<file path="config.mk">
export PLATFORM = sky130hd
export DESIGN_NAME = link_init_seq
export DESIGN_NICKNAME = d
export VERILOG_FILES = /design/src/rtl/lis_pkg.sv /design/src/rtl/lis_sync.sv /design/src/rtl/lis_tx_ctl.sv /design/src/rtl/lis_rx_ctl.sv /design/src/rtl/link_init_seq.sv
export SDC_FILE = /design/constraint.sdc
export NUM_CORES = 1
export LEC_CHECK = 0
export ABC_AREA = 1
export BUFFER_PORTS_ARGS = -buffer_cell sky130_fd_sc_hd__buf_4
export CAP_MARGIN = 0
export CORE_ASPECT_RATIO = 1.1
export CORE_UTILIZATION = 44
export DETAILED_ROUTE_END_ITERATION = 6
export PLACE_DENSITY_LB_ADDON = 0.1
export SYNTH_ARGS = -nofsm -noshare
export SYNTH_HDL_FRONTEND = slang
export SYNTH_SLANG_ARGS = --single-unit
</file>
<file path="constraint.sdc">
create_clock -name clk -period 1.1 [get_ports clk]
set_input_delay 0.11 -clock clk [delete_from_list [all_inputs] [get_ports clk]]
set_output_delay 0.11 -clock clk [all_outputs]
set_load 0.005 [all_outputs]
</file>
<file path="src/rtl/lis_pkg.sv">
package lis_pkg;
  typedef enum logic {TX_OFF = 1'b0, TX_ON = 1'b1} tx_state_e;
  typedef enum logic {RX_HUNT = 1'b0, RX_LOCKED = 1'b1} rx_state_e;
  localparam int LOS_BIT = 0;
  localparam int ALM_BIT = 1;
  localparam int N_ASYNC = 5;
endpackage

</file>
<file path="src/rtl/lis_sync.sv">
module lis_sync #(
  parameter int W      = 1,
  parameter int STAGES = 2
) (
  input  logic         clk,
  input  logic         rst_n,
  input  logic [W-1:0] d,
  output logic [W-1:0] q
);
  logic [W-1:0] pipe [STAGES];

  always_ff @(posedge clk or negedge rst_n) begin
    if (!rst_n) begin
      for (int i = 0; i < STAGES; i++) pipe[i] <= '0;
    end else begin
      pipe[0] <= d;
      for (int i = 1; i < STAGES; i++) pipe[i] <= pipe[i-1];
    end
  end

  assign q = pipe[STAGES-1];
endmodule

</file>
<file path="src/rtl/lis_tx_ctl.sv">
module lis_tx_ctl
  import lis_pkg::*;
(
  input  logic clk,
  input  logic rst_n,
  input  logic pg_s,
  input  logic txl_s,
  input  logic pin_s,
  input  logic rlos_s,
  input  logic sync_reg,
  input  logic auto_sync_en,
  output logic tx_oe,
  output logic sync_sel
);
  tx_state_e st_q, st_d;
  logic      sel_q, sel_d;
  logic      req;
  logic      upd_en;

  always_comb begin
    req    = sync_reg | (auto_sync_en ? rlos_s : pin_s);
    st_d   = (pg_s && txl_s) ? TX_ON : TX_OFF;
    sel_d  = (st_d == TX_ON) && req;
    upd_en = (st_d != st_q) || (sel_d != sel_q);
  end

  always_ff @(posedge clk or negedge rst_n) begin
    if (!rst_n) begin
      st_q  <= TX_OFF;
      sel_q <= 1'b0;
    end else if (upd_en) begin
      st_q  <= st_d;
      sel_q <= sel_d;
    end
  end

  assign tx_oe    = (st_q == TX_ON);
  assign sync_sel = sel_q;
endmodule

</file>
<file path="src/rtl/lis_rx_ctl.sv">
module lis_rx_ctl
  import lis_pkg::*;
#(
  parameter int LOCK_TIMEOUT_CYC = 1250
) (
  input  logic clk,
  input  logic rst_n,
  input  logic pg_s,
  input  logic rxl_s,
  input  logic peer_sync_mode,
  output logic rx_valid,
  output logic lock_n,
  output logic los_flag,
  output logic lock_alarm
);
  rx_state_e st_q, st_d;
  logic      los_q, los_d;
  logic      wait_cond;

  always_comb begin
    st_d = (pg_s && rxl_s) ? RX_LOCKED : RX_HUNT;
    if (st_d == RX_LOCKED)
      los_d = 1'b0;
    else if (st_q == RX_LOCKED || !pg_s)
      los_d = 1'b1;
    else
      los_d = los_q;
    wait_cond = pg_s && !rxl_s && peer_sync_mode;
  end

  always_ff @(posedge clk or negedge rst_n) begin
    if (!rst_n) begin
      st_q  <= RX_HUNT;
      los_q <= 1'b1;
    end else begin
      st_q  <= st_d;
      los_q <= los_d;
    end
  end

  generate
    if (LOCK_TIMEOUT_CYC > 0) begin : g_timeout
      localparam int CNT_W = $clog2(LOCK_TIMEOUT_CYC + 1);
      localparam logic [CNT_W-1:0] CNT_MAX = CNT_W'(LOCK_TIMEOUT_CYC);
      logic [CNT_W-1:0] cnt_q, cnt_d;
      logic             cnt_en;

      always_comb begin
        cnt_en = !wait_cond || (cnt_q != CNT_MAX);
        cnt_d  = wait_cond ? cnt_q + 1'b1 : '0;
      end

      always_ff @(posedge clk or negedge rst_n) begin
        if (!rst_n)      cnt_q <= '0;
        else if (cnt_en) cnt_q <= cnt_d;
      end

      assign lock_alarm = (cnt_q == CNT_MAX);
    end else begin : g_no_timeout
      assign lock_alarm = 1'b0;
    end
  endgenerate

  assign rx_valid = (st_q == RX_LOCKED);
  assign lock_n   = (st_q != RX_LOCKED);
  assign los_flag = los_q;
endmodule

</file>
<file path="src/rtl/link_init_seq.sv">
module link_init_seq
  import lis_pkg::*;
#(
  parameter int LOCK_TIMEOUT_CYC = 1250,
  parameter int SYNC_STAGES      = 2,
  parameter int ADDR_W           = 2,
  parameter int DATA_W           = 8,
  parameter int STATUS_ADDR      = 0
) (
  input  logic              clk,
  input  logic              rst_n,
  input  logic              pwr_good,
  input  logic              tx_pll_lock,
  input  logic              rx_pll_lock,
  input  logic              sync_pin,
  input  logic              sync_reg,
  input  logic              remote_los,
  input  logic              auto_sync_en,
  input  logic              peer_sync_mode,
  input  logic [ADDR_W-1:0] rd_addr,
  output logic              tx_oe,
  output logic              sync_sel,
  output logic              rx_valid,
  output logic              lock_n,
  output logic              los_flag,
  output logic              lock_alarm,
  output logic [DATA_W-1:0] rd_data
);
  localparam logic [ADDR_W-1:0] STAT_A = ADDR_W'(STATUS_ADDR);

  logic [SYNC_STAGES-1:0] rst_pipe;
  logic                   srst_n;

  always_ff @(posedge clk or negedge rst_n) begin
    if (!rst_n) rst_pipe <= '0;
    else        rst_pipe <= {rst_pipe[SYNC_STAGES-2:0], 1'b1};
  end
  assign srst_n = rst_pipe[SYNC_STAGES-1];

  logic [N_ASYNC-1:0] async_in, async_s;
  logic pg_s, txl_s, rxl_s, pin_s, rlos_s;

  assign async_in = {pwr_good, tx_pll_lock, rx_pll_lock, sync_pin, remote_los};

  lis_sync #(.W(N_ASYNC), .STAGES(SYNC_STAGES)) u_sync (
    .clk   (clk),
    .rst_n (srst_n),
    .d     (async_in),
    .q     (async_s)
  );

  assign {pg_s, txl_s, rxl_s, pin_s, rlos_s} = async_s;

  lis_tx_ctl u_tx (
    .clk          (clk),
    .rst_n        (srst_n),
    .pg_s         (pg_s),
    .txl_s        (txl_s),
    .pin_s        (pin_s),
    .rlos_s       (rlos_s),
    .sync_reg     (sync_reg),
    .auto_sync_en (auto_sync_en),
    .tx_oe        (tx_oe),
    .sync_sel     (sync_sel)
  );

  lis_rx_ctl #(.LOCK_TIMEOUT_CYC(LOCK_TIMEOUT_CYC)) u_rx (
    .clk            (clk),
    .rst_n          (srst_n),
    .pg_s           (pg_s),
    .rxl_s          (rxl_s),
    .peer_sync_mode (peer_sync_mode),
    .rx_valid       (rx_valid),
    .lock_n         (lock_n),
    .los_flag       (los_flag),
    .lock_alarm     (lock_alarm)
  );

  always_comb begin
    rd_data = '0;
    if (rd_addr == STAT_A) begin
      rd_data[LOS_BIT] = los_flag;
      rd_data[ALM_BIT] = lock_alarm;
    end
  end
endmodule

</file>
==> impl_metrics.py, run 1 <==
metrics = {
    "grt": {
        "grt_start_max_net_pins": 16,
        "grt_antenna_before_repair": 0,
        "grt_pass1_wl_um": 4388,
        "grt_pass1_vias": 993,
        "groute.usage.overall_pct": 20.72,
        "overflow": 0,
    },
    "timing": {
        "finalCriticalPeriod_ps": 1540,
        "final.setup.tns_ps": -3181,
        "hold_violations": 0,
        "finalWorstSetupSlack_ps": -440.3,
        "max_freq_ghz": 0.6492,
        "maxSlewViolCount": 0,
        "rsz0062_at_grt": "true",
        "skew_ps": 3.468,
        "setup_violations": 14,
        "period_share_pct": 140.0,
    },
    "logic_synthesis": {
        "syn_area_per_cell_um2": 8.924,
        "synth_cell_types": 22,
        "ys_ff_latch": 27,
        "synth_cells": 136,
        "synth_warnings": 0,
        "syn_area_um2": 1214,
        "synth_seq_area_share_pct": 55.77,
    },
    "hold_path": {
        "hold_class": "input port to asynchronous set/reset pin",
    },
    "placed_design": {
        "pre_cts_slack_ps": -162.0,
        "portBuffers": 19,
        "gp_congestion": 0.8364,
        "place_hpwl_um": 1800,
    },
    "detailed_routing": {
        "drc": 0,
        "drt_iter0_markers": 16,
        "routedWlPerCell_um": 12.40,
        "num_vias": 1060,
        "ant_nets": 0,
        "routed_wl_um": 2728,
        "via_per_inst": 4.818,
        "dr.pass1.iters": 6,
    },
    "setup_path": {
        "worstPathMaxFanout": 2,
        "startpoint_type": "flip-flop",
        "critPathRequiredTime_ps": 990,
        "slowest_stage": "dfrtp_1",
        "path_cells": "inv_2 > ha_4 > nand4_1 > nor2_2 > buf_4",
        "critPathMaxStageDelay_ps": 410,
        "arrival_ps": 1430,
        "critPathTopFamily": "flip-flops",
        "critPathCaptureType": "output pin",
        "critPathBufInv": 2,
        "path_class": "flip-flop to output pin",
    },
    "clock_network": {
        "tritoncts": "yes",
        "cts_made_buffers": 3,
        "clockRootBuffer": "clkbuf_4",
        "cts.sinks": 27,
        "clkLatencyLatePin_ps": 330,
        "cts_buffer_depth": 2,
        "clk_pin_slew_ps": 130,
        "ctsHtreeMaxLevel": 1,
    },
    "die": {
        "fp.dieH_um": 57.09,
        "rows": 19,
        "io_pins": 26,
        "die_w_um": 52.08,
        "initial_core_util_pct": 47.27,
        "coreArea_um2": 2567,
        "die-area_um2": 2973,
    },
    "power": {
        "power_density_nw_per_um2": 922.9,
        "ir_worst_vdd_v": 0.001139,
        "p_leak_nw": 0.8526,
    },
    "outcome": {
        "failed_checks": "setup timing",
        "outcome": "finished, violations left",
    },
    "cells_and_area": {
        "nets": 204,
        "area_delta_synth_final_pct": 45.88,
        "layout-drive-gt1-share_pct": 45.50,
        "antenna_cells": 0,
    },
    "run": {
        "cap_violations": 0,
    },
}
path summary, 6_finish.rpt:
path / cells after the start / slack [ps] / start / to
setup / recovery: 5 / -440 / u_rx.g_timeout.cnt_q[0] / lock_alarm
hold / removal: 2 / 90 / rst_n / rst_pipe[0]
setup reg to reg: 8 / -320 / u_rx.g_timeout.cnt_q[0] / u_rx.g_timeout.cnt_q[10]
hold reg to reg: 0 / 120 / rst_pipe[1] / u_rx.rx_valid
max in group asynchronous: 1 / 530 / rst_pipe[1] / u_sync.pipe[7]
min in group clk: 5 / 130 / auto_sync_en / u_tx.sync_sel
state kept, by name (all words and copies together), names as in the netlist:
name,flops
u_rx.g_timeout.cnt_q,11
u_sync.pipe,5
u_sync.q,5
rst_pipe,2
u_rx.los_flag,1
u_rx.rx_valid,1
u_tx.sync_sel,1
u_tx.tx_oe,1
cell usage in the layout, fill, tap and decap left out, types with 3 or more instances in the layout:
master	count
nand2_1	19
inv_1	15
conb_1	7
clkbuf_4	3
nor3_1	3
dfrtp_1	22
nor2_1	13
o21ai_0	3
nand2_2	3
nand3_2	5
a21oi_2	3
dlygate4sd3_1	7
dfrtp_2	4
nor2_2	6
inv_2	5
buf_4	43
nand3_1	7
repair_timing:
item,4_1_cts,5_1_grt
resized for setup,22,14
pin swaps,13,5
endpoints found under the hold margin,8,0
endpoints found under the setup margin,14,15
hold buffers,7,0
buffers inserted,6,7
cells in the mapped netlist:
cell type | n | area, um2
ha_1 | 2 | 25.02
inv_1 | 19 | 71.32
dfstp_2 | 1 | 26.28
nand3_1 | 10 | 50.05
conb_1 | 2 | 7.510
or2_2 | 1 | 6.260
dfrtp_1 | 26 | 650.6
nand3_2 | 2 | 20.02
inv_2 | 1 | 3.750
a31oi_1 | 2 | 12.51
nor3b_1 | 1 | 7.510
nor2_1 | 17 | 63.81
a21oi_1 | 5 | 25.02
nor2_4 | 1 | 11.26
xnor2_1 | 1 | 8.760
nor2_2 | 3 | 18.77
nor3_1 | 4 | 20.02
nand4_1 | 2 | 12.51
nand2_2 | 1 | 6.260
nand2_1 | 23 | 86.33
buf_4 | 8 | 60.06
o21ai_0 | 4 | 20.02
metal layers:
layer / wire length (um) / track usage [%] / vias up
li1: - / - / 519
met4: 38 / 5.792 / 0
met1: 1108 / 26.27 / 503
met5: 0 / 0 / -
met3: 110 / 4.800 / 4
met2: 1470 / 34.98 / 34
power breakdown:
part / leakage (nW) / switching (mW) / internal (mW) / total [mW]
Sequential: 0.336 / 0.0174 / 1.03 / 1.05
Combinational: 0.499 / 0.0696 / 0.0965 / 0.166
Clock: 0.0177 / 0.286 / 0.137 / 0.423
area by class of cell:
type	instances	area, um2
flip-flops and latches	27	681.9
repair buffers	52	415.4
well taps	31	38.79
clock buffers	3	22.52
fillers	201	797.0
clock inverters	1	5.005
multi-input cells	86	531.8
inverters	20	75.07
cells by family after synthesis:
family	count (synthesis)	share of synthesized area (%)
flops	27	55.77
simple gates	65	24.95
fa+ha+maj	2	2.062
compound gates	11	4.742
other cells	2	0.6188
buf+inv	28	11.13
xor+xnor	1	0.7218
through the flow:
stage	area [um2]	power (mW)	instances	hold WS [ps]	utilization, %
floorplan	1232	1.120	141	-185.6	-
global placement	1466	1.180	198	-108.1	57.12
detailed placement	1466	1.185	198	-106.7	57.12
CTS	1679	1.669	214	38.47	65.40
global route	1770	1.723	220	65.44	68.96
finish	1770	1.634	220	89.12	68.96
Power figures use the tool's default switching activity.
==> run 2: changes to the inputs <==
--- a/config.mk
+++ b/config.mk
@@ -9,7 +9,7 @@
 export BUFFER_PORTS_ARGS = -buffer_cell sky130_fd_sc_hd__buf_4
 export CAP_MARGIN = 0
 export CORE_ASPECT_RATIO = 1.1
-export CORE_UTILIZATION = 44
+export CORE_UTILIZATION = 25
 export DETAILED_ROUTE_END_ITERATION = 6
 export PLACE_DENSITY_LB_ADDON = 0.1
 export SYNTH_ARGS = -nofsm -noshare
==> impl_metrics.py, run 2 (synthesis results as in run 1) <==
metrics = {
    "cells_and_area": {
        "nets": 202,
        "area_delta_synth_final_pct": 47.42,
        "seqCellArea_um2": 678.2,
        "fill_cells": 471,
        "multi_input_area_um2": 506.7,
        "layout_common_cells": "39 x buf_4, 25 x dfrtp_1, 20 x nand2_1",
        "layout-drive-gt1-share_pct": 39.57,
        "regMostFlops": "u_rx.g_timeout.cnt_q",
        "antenna_cells": 0,
        "finalNonFillerCells": 243,
        "largest_reg_flops": 11,
        "layout_commonest_cell": "buf_4",
    },
    "setup_path": {
        "path_class": "flip-flop to output pin",
        "slowest_stage": "dfrtp_1",
        "worstPathMaxFanout": 2,
        "path_cells": "inv_2 > ha_4 > nand4_1 > buf_4 > nor2_4 > buf_6",
        "critPathCaptureType": "output pin",
        "critPathBufInv": 3,
        "startpoint_type": "flip-flop",
        "rrSetupSlack_ps": -340,
        "arrival_ps": 1340,
        "rr_endpoint": "u_rx.g_timeout.cnt_q[0]",
        "critPathRequiredTime_ps": 990,
        "critPathTopFamily": "flip-flops",
        "critPathMaxStageDelay_ps": 400,
        "r2r_cells": 10,
        "reg2reg_from": "u_rx.g_timeout.cnt_q[0]",
    },
    "hold_path": {
        "min_from": "sync_reg",
        "hold_class": "input port to flip-flop",
        "min_to": "u_tx.sync_sel",
        "worstHoldPathCells": 3,
    },
    "placed_design": {
        "gp_congestion": 0.8329,
        "pre_cts_slack_ps": -160.8,
        "portBuffers": 19,
        "place_hpwl_um": 1787,
        "dp.cells": 222,
    },
    "die": {
        "fp.dieH_um": 75.08,
        "io_pins": 26,
        "coreArea_um2": 4652,
        "initial_core_util_pct": 26.09,
        "rows": 26,
        "die-area_um2": 5137,
        "die_w_um": 68.43,
    },
    "grt": {
        "grt_pass1_vias": 952,
        "overflow": 0,
        "grt_antenna_before_repair": 0,
        "groute.usage.overall_pct": 11.02,
        "grt_pass1_wl_um": 4098,
        "grt_start_max_net_pins": 26,
    },
    "timing": {
        "finalWorstSetupSlack_ps": -352.8,
        "setup_violations": 13,
        "maxSlewViolCount": 0,
        "rsz0062_at_grt": "true",
        "max_freq_ghz": 0.6883,
        "finalCriticalPeriod_ps": 1453,
        "final.setup.tns_ps": -2231,
        "period_share_pct": 132.1,
        "skew_ps": 5.996,
        "fin_hold_ws_ps": 50.31,
        "hold_violations": 0,
    },
    "run": {
        "cap_violations": 0,
    },
    "power": {
        "ir_worst_vdd_v": 0.0006335,
        "p_leak_nw": 0.8587,
        "power_density_nw_per_um2": 1008,
        "power_mw": 1.803,
    },
    "clock_network": {
        "ctsHtreeMaxLevel": 1,
        "clk_pin_slew_ps": 100,
        "clkLatencyLatePin_ps": 280,
        "cts_buffer_depth": 2,
        "cts_made_buffers": 3,
        "clockRootBuffer": "clkbuf_8",
        "cts.sinks": 27,
        "tritoncts": "yes",
    },
    "detailed_routing": {
        "ant_nets": 0,
        "num_vias": 1015,
        "drc": 0,
        "routedWlPerCell_um": 10.65,
        "routed_wl_um": 2587,
        "dr.pass1.iters": 4,
        "via_per_inst": 4.177,
        "drt_iter0_markers": 44,
    },
    "outcome": {
        "outcome": "finished, violations left",
        "failed_checks": "setup timing",
    },
}
run 2: cell count changes in the layout (fill, tap and decap cells not counted), sizes merged:
cell,delta
inv,+1
dlygate4sd3,-1
clkinv,-1
buf,-1
run 2: stage by stage:
stage	util (%)	instance area, um2
global route	38.46	1789
detailed placement	32.03	1490
global placement	32.03	1490
floorplan	-	1232
CTS	38.52	1792
finish	38.46	1789
run 2: final cells by class:
cell class / instances / area share [%]
inverter: 20 / 4.196
multi-input combinational: 86 / 28.32
clock buffer: 3 / 2.308
clock inverter: 1 / 0.4895
sequential: 27 / 37.90
timing repair buffer: 50 / 22.87
tap: 56 / 3.916
run 2: where the power goes:
part | internal, mW | switching, mW
clock | 0.267 | 0.345
combinational | 0.0859 | 0.0672
sequential | 1.03 | 0.0122
total | 1.38 | 0.424
run 2: worst max-delay path by stage:
stage / from / endpoint / slack [ps] / cells past startpoint
after floorplan: u_rx.g_timeout.cnt_q[0] / u_rx.g_timeout.cnt_q[0] / 20 / 6
after global placement: u_rx.g_timeout.cnt_q[0] / rd_data[1] / -140 / 5
after detailed placement: u_rx.g_timeout.cnt_q[0] / rd_data[1] / -160 / 5
after CTS: u_rx.g_timeout.cnt_q[0] / lock_alarm / -360 / 6
after global routing: u_rx.g_timeout.cnt_q[0] / rd_data[1] / -430 / 5
final: u_rx.g_timeout.cnt_q[0] / lock_alarm / -350 / 6
run 2: repair_timing:
item / CTS / global route
resized for setup: 28 / 3
setup buffers: 14 / 1
endpoints found under the hold margin: 7 / 0
setup endpoints to repair: 10 / 14
hold buffers: 6 / 0
pin swaps: 13 / 7
run 2: worst min-delay path: stages:
cell	delay, ps
buf_4	70
o21ai_0	70
inv_1	50
run 2: per-layer routing:
layer | GRT usage (%) | vias up | share of wire [%]
met2 | 18.41 | 29 | 50
met3 | 3.636 | 6 | 4.1
li1 | - | 512 | -
met5 | 0 | - | 0
met4 | 4.630 | 0 | 2.5
met1 | 12.83 | 468 | 44
==> run 3: changes to the inputs <==
==> constraint.sdc (replaced) <==
create_clock -name clk -period 1.2 [get_ports clk]
set_input_delay 0.12 -clock clk [delete_from_list [all_inputs] [get_ports clk]]
set_output_delay 0.12 -clock clk [all_outputs]
set_load 0.005 [all_outputs]
==> impl_metrics.py, run 3 (synthesis results as in run 1) <==
metrics = {
    "timing": {
        "period_share_pct": 121.1,
        "skew_ps": 3.925,
        "max_freq_ghz": 0.6879,
        "finalWorstSetupSlack_ps": -253.8,
        "rsz0062_at_grt": "true",
        "maxSlewViolCount": 0,
        "setup_violations": 9,
        "finalCriticalPeriod_ps": 1454,
        "hold_violations": 0,
        "final.setup.tns_ps": -1094,
    },
    "power": {
        "seq_power_share_pct": 59.9,
        "netSwitchingPower_mw": 0.3374,
        "ir_worst_vdd_v": 0.0005443,
        "power_frac_clock_pct": 31.6,
        "power_mw": 1.592,
        "p_leak_nw": 0.7855,
        "combinationalPowerShare_pct": 8.5,
        "swShare_pct": 21.20,
        "power_density_nw_per_um2": 967.5,
        "internal_power_mw": 1.254,
    },
    "clock_network": {
        "clockRootBuffer": "clkbuf_8",
        "cts_made_buffers": 3,
        "cts_buffer_depth": 2,
        "ctsHtreeMaxLevel": 1,
        "tritoncts": "yes",
        "clk_pin_slew_ps": 90,
        "cts.sinks": 27,
        "clkLatencyLatePin_ps": 270,
    },
    "cells_and_area": {
        "layout_commonest_cell": "buf_4",
        "layout-drive-gt1-share_pct": 31.64,
        "layout_common_cells": "33 x buf_4, 26 x dfrtp_1, 23 x nand2_1",
        "antenna_cells": 0,
        "largest_reg_flops": 11,
        "finalInstanceArea_um2": 1645,
        "nets": 192,
        "regMostFlops": "u_rx.g_timeout.cnt_q",
        "area_delta_synth_final_pct": 35.57,
    },
    "placed_design": {
        "pre_cts_slack_ps": -26.46,
        "place_hpwl_um": 1769,
        "place_area_um2": 1453,
        "portBuffers": 19,
        "gp_congestion": 0.8314,
    },
    "detailed_routing": {
        "ant_nets": 0,
        "num_vias": 969,
        "routed_wl_um": 2490,
        "drc": 0,
        "via_per_inst": 4.159,
        "dr.pass1.iters": 4,
        "drt_iter0_markers": 99,
        "routedWlPerCell_um": 10.69,
    },
    "die": {
        "rows": 26,
        "io_pins": 26,
        "fp.dieH_um": 75.08,
        "initial_core_util_pct": 26.09,
        "coreArea_um2": 4652,
        "die-area_um2": 5137,
        "die_w_um": 68.43,
    },
    "setup_path": {
        "arrival_ps": 1330,
        "crit_end": "rd_data[1]",
        "r2r_cells": 8,
        "startpoint_type": "flip-flop",
        "path_class": "flip-flop to output pin",
        "worstPathMaxFanout": 3,
        "crit_path_start": "u_rx.g_timeout.cnt_q[0]",
        "critPathRequiredTime_ps": 1080,
        "rrSetupSlack_ps": -130,
        "critPathCaptureType": "output pin",
        "rr_endpoint": "u_rx.g_timeout.cnt_q[4]",
        "reg2reg_from": "u_rx.g_timeout.cnt_q[0]",
    },
    "grt": {
        "grt_pass1_wl_um": 4229,
        "grt_pass1_vias": 978,
        "groute.usage.overall_pct": 11.14,
        "grt_start_max_net_pins": 26,
        "overflow": 0,
        "grt_antenna_before_repair": 0,
    },
    "hold_path": {
        "hold_class": "input port to flip-flop",
    },
    "outcome": {
        "failed_checks": "setup timing",
        "outcome": "finished, violations left",
    },
    "run": {
        "cap_violations": 0,
    },
}
-- run 3: cell count changes in the layout (fill, tap and decap cells not counted), sizes merged --
cell and delta:
inv -1, clkbuf +1, buf -10
-- run 3: worst max-delay path: stages (launching register included) --
cell and delay (ps):
dfrtp_1 390, inv_2 90, ha_4 140, nand4_1 130, nor3_2 190, buf_4 130
-- run 3: what timing repair did --
item                                    CTS  global route
setup buffers                             4             3
endpoints found under the setup margin   10            13
gates resized for setup                   5             7
hold buffers                              6             0
pin swaps                                 4             6
hold endpoints to repair                  7             0
cloned                                    0             0
-- run 3: layout make-up --
cell class,count,area (um2)
clock buffers,4,45.04
fillers,490,3007
inverters,20,75.07
multi-input cells,86,459.2
flip-flops and latches,27,676.9
well taps,56,70.07
repair buffers,40,319.1
-- run 3: worst min-delay path by stage --
| stage | from | end | cells after the start |
|---|---|---|---|
| floorplan | rst_n | rst_pipe[0] | 0 |
| finish | sync_reg | u_tx.sync_sel | 3 |
| global route | sync_reg | u_tx.sync_sel | 3 |
| detailed placement | rst_n | rst_pipe[0] | 1 |
| CTS | sync_reg | u_tx.sync_sel | 3 |
| global placement | rst_n | rst_pipe[0] | 1 |
-- run 3: power by group through the flow --
| stage | combinational, mW | sequential, mW | clock (mW) |
|---|---|---|---|
| 2_1_floorplan | 0.0448 | 0.982 | 0 |
| 3_3_place_gp | 0.107 | 0.970 | 0 |
| 3_5_place_dp | 0.108 | 0.971 | 0 |
| 4_1_cts | 0.129 | 0.953 | 0.531 |
| 5_1_grt | 0.154 | 0.958 | 0.568 |
| 6_report | 0.135 | 0.953 | 0.503 |
-- run 3: layer usage --
layer  vias to the layer above  part of all wire (%)  routed length, um  global-route usage (%)
li1                        489                     -                  -                       -
met1                       453                    44               1085                   13.55
met2                        23                    51               1279                   18.74
met3                         4                   3.1                 77                   2.273
met4                         0                   1.9                 48                   5.093
met5                         -                     0                  0                       0
-- run 3: per-stage QoR --
| stage | utilization [%] | std cells | hold WS, ps |
|---|---|---|---|
| floorplan | - | 141 | -175.6 |
| global placement | 31.23 | 217 | -96.43 |
| detailed placement | 31.23 | 217 | -94.19 |
| CTS | 34.56 | 231 | 64.64 |
| global route | 35.37 | 233 | 82.39 |
| finish | 35.37 | 233 | 68.48 |
